[src/rtl/snp_pkg.sv]
package snp_pkg;

    typedef enum logic [1:0] {
        ST_INV = 2'd0,
        ST_SHD = 2'd1,
        ST_EXC = 2'd2,
        ST_MOD = 2'd3
    } line_st_t;

    typedef enum logic [1:0] {
        RSP_ACK  = 2'd0,
        RSP_DACK = 2'd1,
        RSP_NACK = 2'd2
    } rsp_t;

    typedef enum logic [2:0] {
        S_IDLE,
        S_ARB,
        S_RD,
        S_PROBE,
        S_WR,
        S_RSP
    } snp_fsm_t;

    localparam logic OP_SHARE = 1'b0;
    localparam logic OP_INVAL = 1'b1;

    // State written back by a snoop; identical for either presence flag.
    function automatic line_st_t snoop_next(input logic op, input line_st_t cur);
        if (op == OP_INVAL || cur == ST_INV) begin
            return ST_INV;
        end
        return ST_SHD;
    endfunction

endpackage

[src/rtl/snp_arb.sv]
module snp_arb #(
    parameter int NL = 3
) (
    input  logic          clk,
    input  logic          rst_n,
    input  logic [NL-1:0] loc_req,
    input  logic          snp_req,
    input  logic          snp_hold,
    output logic [NL-1:0] loc_gnt,
    output logic          snp_gnt
);

    typedef struct packed {
        logic          snp;
        logic [NL-1:0] loc;
    } owner_t;

    owner_t own_d, own_q;

    always_comb begin
        logic found;
        own_d = own_q;
        found = 1'b0;
        if (own_q.snp) begin
            if (!snp_req && !snp_hold) begin
                own_d.snp = 1'b0;
            end
        end else if (|own_q.loc) begin
            // in-progress local operation keeps the store until it lets go
            if (!(|(own_q.loc & loc_req))) begin
                own_d.loc = '0;
            end
        end else if (snp_req) begin
            own_d.snp = 1'b1;
        end else begin
            for (int i = 0; i < NL; i++) begin
                if (!found && loc_req[i]) begin
                    own_d.loc[i] = 1'b1;
                    found        = 1'b1;
                end
            end
        end
    end

    always_ff @(posedge clk) begin
        if (!rst_n) begin
            own_q <= '0;
        end else begin
            own_q <= own_d;
        end
    end

    assign loc_gnt = own_q.loc;
    assign snp_gnt = own_q.snp;

endmodule

[src/rtl/snp_ctrl.sv]
module snp_ctrl
    import snp_pkg::*;
#(
    parameter int AW = 8
) (
    input  logic          clk,
    input  logic          rst_n,
    input  logic          req_valid,
    output logic          req_ready,
    input  logic [AW-1:0] req_addr,
    input  logic          req_op,
    input  logic          req_chk,
    output logic          snp_req,
    output logic          snp_hold,
    input  logic          snp_gnt,
    output logic [AW-1:0] tag_addr,
    output logic          tag_rd_en,
    input  logic [1:0]    tag_rd_state,
    output logic          tag_wr_en,
    output logic [1:0]    tag_wr_state,
    output logic          rsp_valid,
    input  logic          rsp_ready,
    output logic [1:0]    rsp_code
);

    typedef struct packed {
        snp_fsm_t      st;
        logic [AW-1:0] addr;
        logic          op;
        logic          chk;
        line_st_t      cur;
        rsp_t          code;
    } ctrl_t;

    ctrl_t    c_d, c_q;
    line_st_t cur_eff;
    line_st_t new_st;

    // Unchecked snoops take the state straight from the read of the update.
    assign cur_eff = c_q.chk ? c_q.cur : line_st_t'(tag_rd_state);
    assign new_st  = snoop_next(c_q.op, cur_eff);

    always_comb begin
        c_d = c_q;
        unique case (c_q.st)
            S_IDLE: begin
                if (req_valid) begin
                    c_d.addr = req_addr;
                    c_d.op   = req_op;
                    c_d.chk  = req_chk;
                    c_d.st   = S_ARB;
                end
            end
            S_ARB: begin
                if (snp_gnt) begin
                    c_d.st = S_RD;
                end
            end
            S_RD: begin
                c_d.st = c_q.chk ? S_PROBE : S_WR;
            end
            S_PROBE: begin
                c_d.cur = line_st_t'(tag_rd_state);
                if (line_st_t'(tag_rd_state) == ST_INV) begin
                    c_d.code = RSP_NACK;
                    c_d.st   = S_RSP;
                end else begin
                    c_d.st = S_WR;
                end
            end
            S_WR: begin
                c_d.code = (cur_eff == ST_MOD) ? RSP_DACK : RSP_ACK;
                c_d.st   = S_RSP;
            end
            S_RSP: begin
                if (rsp_ready) begin
                    c_d.st = S_IDLE;
                end
            end
            default: c_d.st = S_IDLE;
        endcase
    end

    always_ff @(posedge clk) begin
        if (!rst_n) begin
            c_q <= '{st: S_IDLE, addr: '0, op: 1'b0, chk: 1'b0,
                     cur: ST_INV, code: RSP_ACK};
        end else begin
            c_q <= c_d;
        end
    end

    assign req_ready    = (c_q.st == S_IDLE);
    assign snp_req      = (c_q.st == S_ARB);
    assign snp_hold     = (c_q.st == S_RD) || (c_q.st == S_PROBE) || (c_q.st == S_WR);
    assign tag_addr     = c_q.addr;
    assign tag_rd_en    = (c_q.st == S_RD);
    assign tag_wr_en    = (c_q.st == S_WR);
    assign tag_wr_state = new_st;
    assign rsp_valid    = (c_q.st == S_RSP);
    assign rsp_code     = c_q.code;

endmodule

[src/rtl/snoop_responder.sv]
module snoop_responder #(
    parameter int AW = 8,
    parameter int NL = 3
) (
    input  logic          clk,
    input  logic          rst_n,
    input  logic          req_valid,
    output logic          req_ready,
    input  logic [AW-1:0] req_addr,
    input  logic          req_op,
    input  logic          req_chk,
    input  logic [NL-1:0] loc_req,
    output logic [NL-1:0] loc_gnt,
    output logic [AW-1:0] tag_addr,
    output logic          tag_rd_en,
    input  logic [1:0]    tag_rd_state,
    output logic          tag_wr_en,
    output logic [1:0]    tag_wr_state,
    output logic          rsp_valid,
    input  logic          rsp_ready,
    output logic [1:0]    rsp_code
);

    logic snp_req;
    logic snp_hold;
    logic snp_gnt;

    snp_arb #(.NL(NL)) u_arb (
        .clk      (clk),
        .rst_n    (rst_n),
        .loc_req  (loc_req),
        .snp_req  (snp_req),
        .snp_hold (snp_hold),
        .loc_gnt  (loc_gnt),
        .snp_gnt  (snp_gnt)
    );

    snp_ctrl #(.AW(AW)) u_ctrl (
        .clk          (clk),
        .rst_n        (rst_n),
        .req_valid    (req_valid),
        .req_ready    (req_ready),
        .req_addr     (req_addr),
        .req_op       (req_op),
        .req_chk      (req_chk),
        .snp_req      (snp_req),
        .snp_hold     (snp_hold),
        .snp_gnt      (snp_gnt),
        .tag_addr     (tag_addr),
        .tag_rd_en    (tag_rd_en),
        .tag_rd_state (tag_rd_state),
        .tag_wr_en    (tag_wr_en),
        .tag_wr_state (tag_wr_state),
        .rsp_valid    (rsp_valid),
        .rsp_ready    (rsp_ready),
        .rsp_code     (rsp_code)
    );

endmodule

[config.mk]
export PLATFORM = sky130hd
export DESIGN_NAME = snoop_responder
export DESIGN_NICKNAME = d
export VERILOG_FILES = /design/src/rtl/snp_pkg.sv /design/src/rtl/snp_arb.sv /design/src/rtl/snp_ctrl.sv /design/src/rtl/snoop_responder.sv
export SDC_FILE = /design/constraint.sdc
export NUM_CORES = 1
export LEC_CHECK = 0
export BUFFER_PORTS_ARGS = -buffer_cell sky130_fd_sc_hd__clkbuf_2
export CAP_MARGIN = 40
export CORE_UTILIZATION = 51
export CTS_BUF_LIST = sky130_fd_sc_hd__clkbuf_2 sky130_fd_sc_hd__clkbuf_4 sky130_fd_sc_hd__clkbuf_8
export DETAILED_ROUTE_END_ITERATION = 8
export PLACE_DENSITY = 0.81
export SYNTH_ARGS = -nofsm -noshare
export SYNTH_HDL_FRONTEND = slang
export SYNTH_SLANG_ARGS = --single-unit
[constraint.sdc]
create_clock -name clk -period 1.6 [get_ports clk]
set_input_delay 0.24 -clock clk [delete_from_list [all_inputs] [get_ports clk]]
set_output_delay 0.24 -clock clk [all_outputs]
set_load 0.02 [all_outputs]
# ---- Word level (Yosys, flattened, before mapping)
# Cells that the tools add are included.
dict set report classes {
  bitwise 2
  n_reduce_logical 25
  n_eq_ne 12
  n_mux 31
}
# cell n
set ops {}
lappend ops {{2-to-1 mux 1 bit} 18}
lappend ops {{2-to-1 mux 3 bit} 6}
lappend ops {{case mux 3 bit (6 select lines)} 1}
lappend ops {{2-to-1 mux 13 bit} 1}
lappend ops {{AND reduction 4 bit} 3}
lappend ops {{2-to-1 mux 2 bit} 4}
lappend ops {{!= test 2 bit, second input constant} 4}
lappend ops {{nonzero test 2 bit} 4}
lappend ops {{== test 3 x 2 -> 1 bit, second input constant} 2}
lappend ops {{== test 3 bit, second input constant} 2}
lappend ops {{OR reduction 3 bit} 2}
lappend ops {{zero test 1 bit} 4}
lappend ops {{zero test 2 bit} 2}
lappend ops {{!= test 2 x 1 -> 1 bit, second input constant} 2}
lappend ops {{case mux 2 bit (2 select lines)} 1}
lappend ops {{AND reduction 2 bit} 2}
lappend ops {{bitwise AND 3 bit} 1}
lappend ops {{== test 3 x 1 -> 1 bit, second input constant} 1}
lappend ops {{logical AND 1 bit} 3}
lappend ops {{zero test 3 bit} 1}
lappend ops {{logical OR 1 bit} 3}
lappend ops {{AND reduction 3 bit} 1}
lappend ops {{== test 2 bit, second input constant} 1}
lappend ops {{inverter 1 bit} 1}
dict set report word_totals {
  word_cells 80
  out_inout_bits 19
  regBits 21
}

# ---- Depth between registers and ports, before layout
# Gate-level depths: netlist of run 1.
dict set report depth {
  word_depth 15
  mapped_depth 6
}

# ---- By module
# A second synthesis of run 1 with hierarchy kept.
dict set report unflattened {
  cells_unflattened 126
  area_unflattened_um2 1083.5
}
# mod area_per_inst_um2 seq_area_each_um2 n_inst cells_each
set modules_own_cells {}
lappend modules_own_cells {snp_ctrl 884.6 340.3 1 105}
lappend modules_own_cells {snp_arb 198.9 80.1 1 21}

# ---- Worst setup path before layout of run 1
# No wires, ideal clock.
dict set report synth_path {
  path_type {register -> register}
  start {register u_ctrl.c_q[16] (netlist name)}
  end {register u_ctrl.c_q (netlist bit u_ctrl.rsp_code[0])}
  arrival_time_ps 1215
  stages_incl_launch_ff 6
  slack_ps 267
  n_path_buf 1
  period_less_slack_ps 1333
  path_cell_list {dfxtp_1 buf_2 nor3b_2 a31oi_1 a22oi_1 nor2b_1}
}
dict set report synth_between {
  elab_chain_len 3
  word_cells_on_any_way 6
}
# element line_no
set synth_rtl {}
lappend synth_rtl {{from (decl)} snp_ctrl.sv:35} ;# ctrl_t c_d, c_q;
lappend synth_rtl {{from (signal assigned)} snp_ctrl.sv:86} ;# c_q <= '{st: S_IDLE, addr: '0, op: 1'b0, chk: 1'b0,
lappend synth_rtl {{== test 3 bit (*)} -}
lappend synth_rtl {{net tag_wr_en} snoop_responder.sv:17} ;# output logic tag_wr_en,
lappend synth_rtl {{nonzero test 2 bit (no source line)} -}
lappend synth_rtl {{AND reduction 2 bit (no source line)} -}
# Mark *: on every way through the listed nets, which the timed path passes. The rest lies on a longest branch.
# A chain may end at the register's enable or synchronous reset.

# ---- Final worst setup path of run 1
dict set report layout_path {
  start {register u_ctrl.c_q[16] (netlist name)}
  end {output tag_wr_en}
}
dict set report layout_between {
  elab_chain_len 1
}
# element line_no
set layout_rtl {}
lappend layout_rtl {{== test 3 bit} snp_ctrl.sv:98} ;# assign tag_wr_en = (c_q.st == S_WR);
lappend layout_rtl {{to (decl)} snoop_responder.sv:17}
# No other way between the ends.

==> metrics.txt, run 1 <==
leakage power figure roughly 0.00054 uW; total count of hold-check failures in the final report 0; CTS tree built; fin worst setup slack 0.134 ns; max-cap violation count 0; slowest library cell on the worst path dfxtp_2; post-synthesis simple-gate area fraction between 20% and 30%; storage element area 428 sq um; last weighted congestion value of the routability-driven placer roughly 0.85; number of iterations in the first detailed-routing pass 4; number of placed I/O pins 38; Worst Setup Start Kind flop; most frequent cells after synthesis nand2_1 (28), dfxtp_1 (21), buf_4 (13); fraction of the mapped netlist area in compound gates 19.3%; Post-Syn Area per Cell 8.33 sq um; cell type with the highest aggregate area in the netlist dfxtp_1; number of synthesized flops with an enable pin 0; post-synthesis adder-cell area fraction 0%; achievable clock frequency just under 700 MHz; pre-CTS WS approximately 0.22 ns; post-synthesis async set-or-reset flop share 0%; most used flip-flop cell after synthesis dfxtp_1; buffers inserted by post-CTS timing repair 0; arrival time of the worst setup path 1.23 ns; height of the chip between 40 and 50 microns; total number of vias 941; CTS HTree Levels 1; worst-path fanout max 10; shortest clock period the worst path allows after layout 1.47 ns; number of non-filler instances in the completed layout 180; mux contribution to synthesized area around 2.8%; share of the clock period used by the worst path after layout 91.6%; routed length per placed instance approximately 12 microns; xor-xnor portion of the synthesized cell area 0%; post-route setup TNS 0 ns; total inserted antenna cells 0; type of the worst min-delay path in2reg; number of distinct library cell variants in the gate-level netlist after synthesis 33; Via density around 5.2; count of synthesis-stage warnings from yosys 0; Total Routing Usage GR 19.5%; placeable core region 1980 sq um; total gr overflow 0; root buf cell clkbuf_4; Post-Synthesis Net Count 149; count of hold buffers inserted by post-cts repair 0; Final Hold Slack roughly 0.15 ns; antenna violations before repair 0; drc violations 0; worst path required time 1.36 ns; combinational family with the most area after synthesis simple AND/OR/NAND/NOR gates; clock transition at the registers of the reported paths 0.12 ns; longest individual stage delay on the worst path ~0.46 ns; fraction of final layout cells with drive strength greater than 1 a little under a third; final-report setup violation count 0; run status completed; number of instances in the synthesized netlist 130; number of buffers inserted during clock tree synthesis 3; number of violations reported at the end of detailed-routing iteration 0 16; post-synth design cell area 1080 sq um; total wirelength of the detailed-routed design 2.07 mm; setup repair after global routing missed its margin no; latest clock arrival within the worst-skew pair 0.29 ns; count of clock tree sinks 21; initial cell density of the core 54.7%; Max clock buf depth 2; startpoint-to-endpoint class of the critical path reg2out; Post-Route Skew 0.00374 ns; synthesis-stage register bit count 21; fillers roughly 180; global-route wire length before repair about 3.2 mm; cells taking the most area after synthesis dfxtp_1 (39%), nand2_1 (9.7%), buf_4 (9.0%); Worst IR Drop VDD about 560 uV; ordered list of cells on the worst path nor3b_2 > clkbuf_2; area of combinational cells with multiple inputs 538 sq um; number of slew-limit violations in the final report 0; post-detailed-placement half-perimeter wirelength between 1.5 and 2 mm; nets@finish 173; number of rows in the core area 16; number of global-route vias before repair between 700 and 800; buffers added on ports 36; r2r setup slk roughly 0.28 ns; power consumption 1080 uW; layout overhead on the synthesized area 11.8%; remaining antenna violation count after routing 0; placed cell count 176; largest net degree at the start of global routing 24; crit end category primary output; area enclosed by the die boundary 2310 sq um; power density over the cells slightly below 900 nW/um^2; chip width about 48 microns; sequential fraction of the synthesis area 38.8%; top-count cell post-synth nand2_1; total of cells resized after clock tree synthesis 3; fraction of post-synthesis cell area in the top cell type by area 38.8%
[area by class of cell]
cell class	count	area share [%]
well taps	27	2.79
repair buffers	36	14.9
clock buffers	3	1.86
flip-flops and latches	21	35.3
inverters	1	0.310
multi-input cells	91	44.4
clock inverters	1	0.413
[sequential cells by signal, summed over array words and instances, names as in the netlist]
| signal | count |
|---|---|
| u_arb.loc_gnt | 3 |
| u_arb.snp_gnt | 1 |
| u_ctrl.c_q | 7 |
| u_ctrl.rsp_code | 2 |
| u_ctrl.tag_addr | 8 |
[where the power goes]
group          internal, uW  switching (uW)
Clock                  92.9             155
Sequential              557            37.1
Combinational          94.6             139
Total                   745             331
[metrics by stage]
stage | instance area (sq um) | utilization (%)
after detailed placement | 1180 | 59.3
after global placement | 1180 | 59.3
after CTS | 1210 | 60.9
after floorplan | 1080 | -
final | 1210 | 61.1
after global routing | 1210 | 61.1
[final timing paths]
path / to / from / cells after the start
max: tag_wr_en / u_ctrl.c_q[16] / 2
min: u_ctrl.tag_addr[1] / req_addr[1] / 3
max reg2reg: u_ctrl.c_q[5] / u_ctrl.c_q[14] / 4
min reg2reg: u_ctrl.tag_addr[7] / u_ctrl.tag_addr[7] / 2
[routing by layer]
layer	share of wire [%]	up-vias	track usage, %
li1	-	479	-
met1	44	432	23.8
met2	51	28	35.4
met3	4.1	2	2.22
met4	0.68	0	6.67
met5	0	-	0
[critical path, delay by kind of cell (launching register included)]
family                 cells  cell delay, ns
and+or+nand+nor            1            0.27
DFF                        1            0.46
buffers and inverters      1            0.21
[cell usage in the layout, fill, tap and decap left out, types with 3 or more instances in the layout]
master / instances
a21boi_0: 3
a21boi_1: 10
and2_1: 3
clkbuf_2: 36
clkbuf_4: 3
dfxtp_1: 17
dfxtp_2: 3
mux2i_1: 3
nand2_1: 28
nand3_1: 4
nor2_1: 4
nor2b_1: 5
nor3_1: 3
o21ai_0: 5
[cell families after synthesis]
family	Yosys count
other	1
multiplexers	3
buffers and inverters	18
AO/OA/AOI/OAI	30
flip-flops	21
AND/OR/NAND/NOR	57
No activity file was read; power rests on OpenSTA's default activity.
==> run 2, diff against run 1 <==
--- a/config.mk
+++ b/config.mk
@@ -10,7 +10,7 @@
 export CORE_UTILIZATION = 51
 export CTS_BUF_LIST = sky130_fd_sc_hd__clkbuf_2 sky130_fd_sc_hd__clkbuf_4 sky130_fd_sc_hd__clkbuf_8
 export DETAILED_ROUTE_END_ITERATION = 8
-export PLACE_DENSITY = 0.81
+export PLACE_DENSITY = 0.85
 export SYNTH_ARGS = -nofsm -noshare
 export SYNTH_HDL_FRONTEND = slang
 export SYNTH_SLANG_ARGS = --single-unit
==> run 2 against run 1 <==
Compared with the run above: power rose by 1.9%; cell count is the same; via count fell by 0.32%; maximum frequency down 1.7%; critical endpoint is now tag_wr_state[0]; critical path type unchanged.
==> metrics.txt, run 2 (synthesis gave the netlist of run 1 again) <==
most common cell after layout, fill and taps aside clkbuf_2; remaining antenna violation count after routing 0 (unchanged); initial cell density of the core 54.7% (unchanged); final-report setup violation count 0 (unchanged); number of buffers inserted during clock tree synthesis 3 (unchanged); placed cell count 176 (unchanged); number of non-filler instances in the completed layout 180 (unchanged); count of hold buffers inserted by post-cts repair 0 (unchanged); count of clock tree sinks 21 (unchanged); antenna violations before repair 0 (unchanged); drc violations 0 (unchanged); startpoint-to-endpoint class of the critical path reg2out; Post-Route Skew 0.00158 ns (-0.00216 ns); power density over the cells 904 nW/um^2 (+1.8%); layout overhead on the synthesized area 11.9%; root buf cell clkbuf_4; max-cap violation count 0 (unchanged); CTS HTree Levels 1 (unchanged); post-route setup TNS 0 ns (unchanged); largest net degree at the start of global routing 24 (unchanged); ordered list of cells on the worst path nor3_1 > a211oi_1 > clkbuf_2; total number of vias 938 (-0.32%); arrival time of the worst setup path 1.25 ns (+0.02 ns); setup repair after global routing missed its margin no; fraction of final layout cells with drive strength greater than 1 30.1% (-0.65 points); buffers inserted by post-CTS timing repair 0 (unchanged); last weighted congestion value of the routability-driven placer 0.845 (-0.34%); clock transition at the registers of the reported paths 0.11 ns (about the same); max FFs per register 8 (unchanged); Max clock buf depth 2 (unchanged); nets@finish 173 (unchanged); run status completed; Total Routing Usage GR 20.2% (+0.71 points); area enclosed by the die boundary 2310 sq um (unchanged); total wirelength of the detailed-routed design 2.14 mm (+3.1%); achievable clock frequency 670 MHz (-1.7%); type of the worst min-delay path in2reg; buffers added on ports 36 (unchanged); worst path required time 1.36 ns (about the same); height of the chip 48.1 microns (unchanged); total gr overflow 0 (unchanged); routed length per placed instance 11.9 microns (+3.1%); number of rows in the core area 16 (unchanged); share of the clock period used by the worst path after layout 93.2% (+1.6 points); slowest library cell on the worst path dfxtp_1; post-detailed-placement half-perimeter wirelength 1.56 mm (about the same); placeable core region 1980 sq um (unchanged); worst-path fanout max 7 (-3); r2r setup slk 0.27 ns (about the same); global-route wire length before repair 3.20 mm (+0.22%); latest clock arrival within the worst-skew pair 0.30 ns (about the same); CTS tree built; fillers 171 (-5.5%); number of placed I/O pins 38 (unchanged); Via density 5.21 (-0.32%); Worst IR Drop VDD 572 uV (+1.9%); leakage power figure 0.000544 uW (about the same); total count of hold-check failures in the final report 0 (unchanged); top library cells by usage in the layout, fill and taps aside clkbuf_2 (36), nand2_1 (28), dfxtp_1 (18); total inserted antenna cells 0 (unchanged); number of violations reported at the end of detailed-routing iteration 0 9 (-7); number of iterations in the first detailed-routing pass 4 (unchanged); number of slew-limit violations in the final report 0 (unchanged); number of global-route vias before repair 762 (-4.4%); chip width 48.1 microns (unchanged); shortest clock period the worst path allows after layout 1.49 ns (+0.0261 ns); crit end category primary output; Worst Setup Start Kind flop; longest individual stage delay on the worst path 0.46 ns (about the same)
-- run 2: repair_timing --
item | in CTS | in global routing
resized for setup | 2 | 2
setup endpoints to repair | 2 | 2
pin swaps | 0 | 0
-- run 2: final cells by class --
cell class                 instances  area, sq um  area share, %
multi-input combinational         91          538           44.4
clock buffer                       4         30.0           2.48
tap                               27         33.8           2.79
inverter                           1         3.75          0.310
timing repair buffer              36          180           14.9
sequential                        21          427           35.2
-- run 2: worst max-delay path, delay by kind of cell (launching register included) --
family,cells,cell delay (ns)
flip-flops,1,0.46
AO/OA/AOI/OAI,1,0.20
buffers and inverters,1,0.20
AND/OR/NAND/NOR,1,0.08
-- run 2: through the flow --
step	instance area (sq um)	worst slack [ns]	power (uW)	util, %	hold slack (ns)
finish	1210	0.108	1100	61.2	0.144
CTS	1210	0.0166	1110	61.0	0.137
detailed placement	1180	0.223	836	59.3	0.450
global route	1210	0.0107	1160	61.2	0.138
global placement	1180	0.282	827	59.3	0.442
floorplan	1080	0.267	783	-	0.375
-- run 2: worst paths after layout --
| path | start | endpoint | depth (start not counted) |
|---|---|---|---|
| max reg2reg | u_ctrl.c_q[14] | u_ctrl.tag_addr[3] | 4 |
| max | u_ctrl.c_q[4] | tag_wr_state[0] | 3 |
| min | req_addr[5] | u_ctrl.tag_addr[5] | 3 |
| min reg2reg | u_ctrl.tag_addr[2] | u_ctrl.tag_addr[2] | 2 |
-- run 2: layer usage --
layer,vias to the layer above,wire length (microns),track usage [%]
li1,484,-,-
met1,427,961,25.2
met2,22,1050,33.2
met3,5,89,5.19
met5,-,0,0
met4,0,34,8.33
-- run 2: power breakdown --
part           switching, uW  internal [uW]  leakage (uW)  total, uW
sequential              36.7            557      0.000173        594
combinational            139           94.6      0.000353        233
clock                    155            114     0.0000184        269
total                    330            766      0.000544       1100
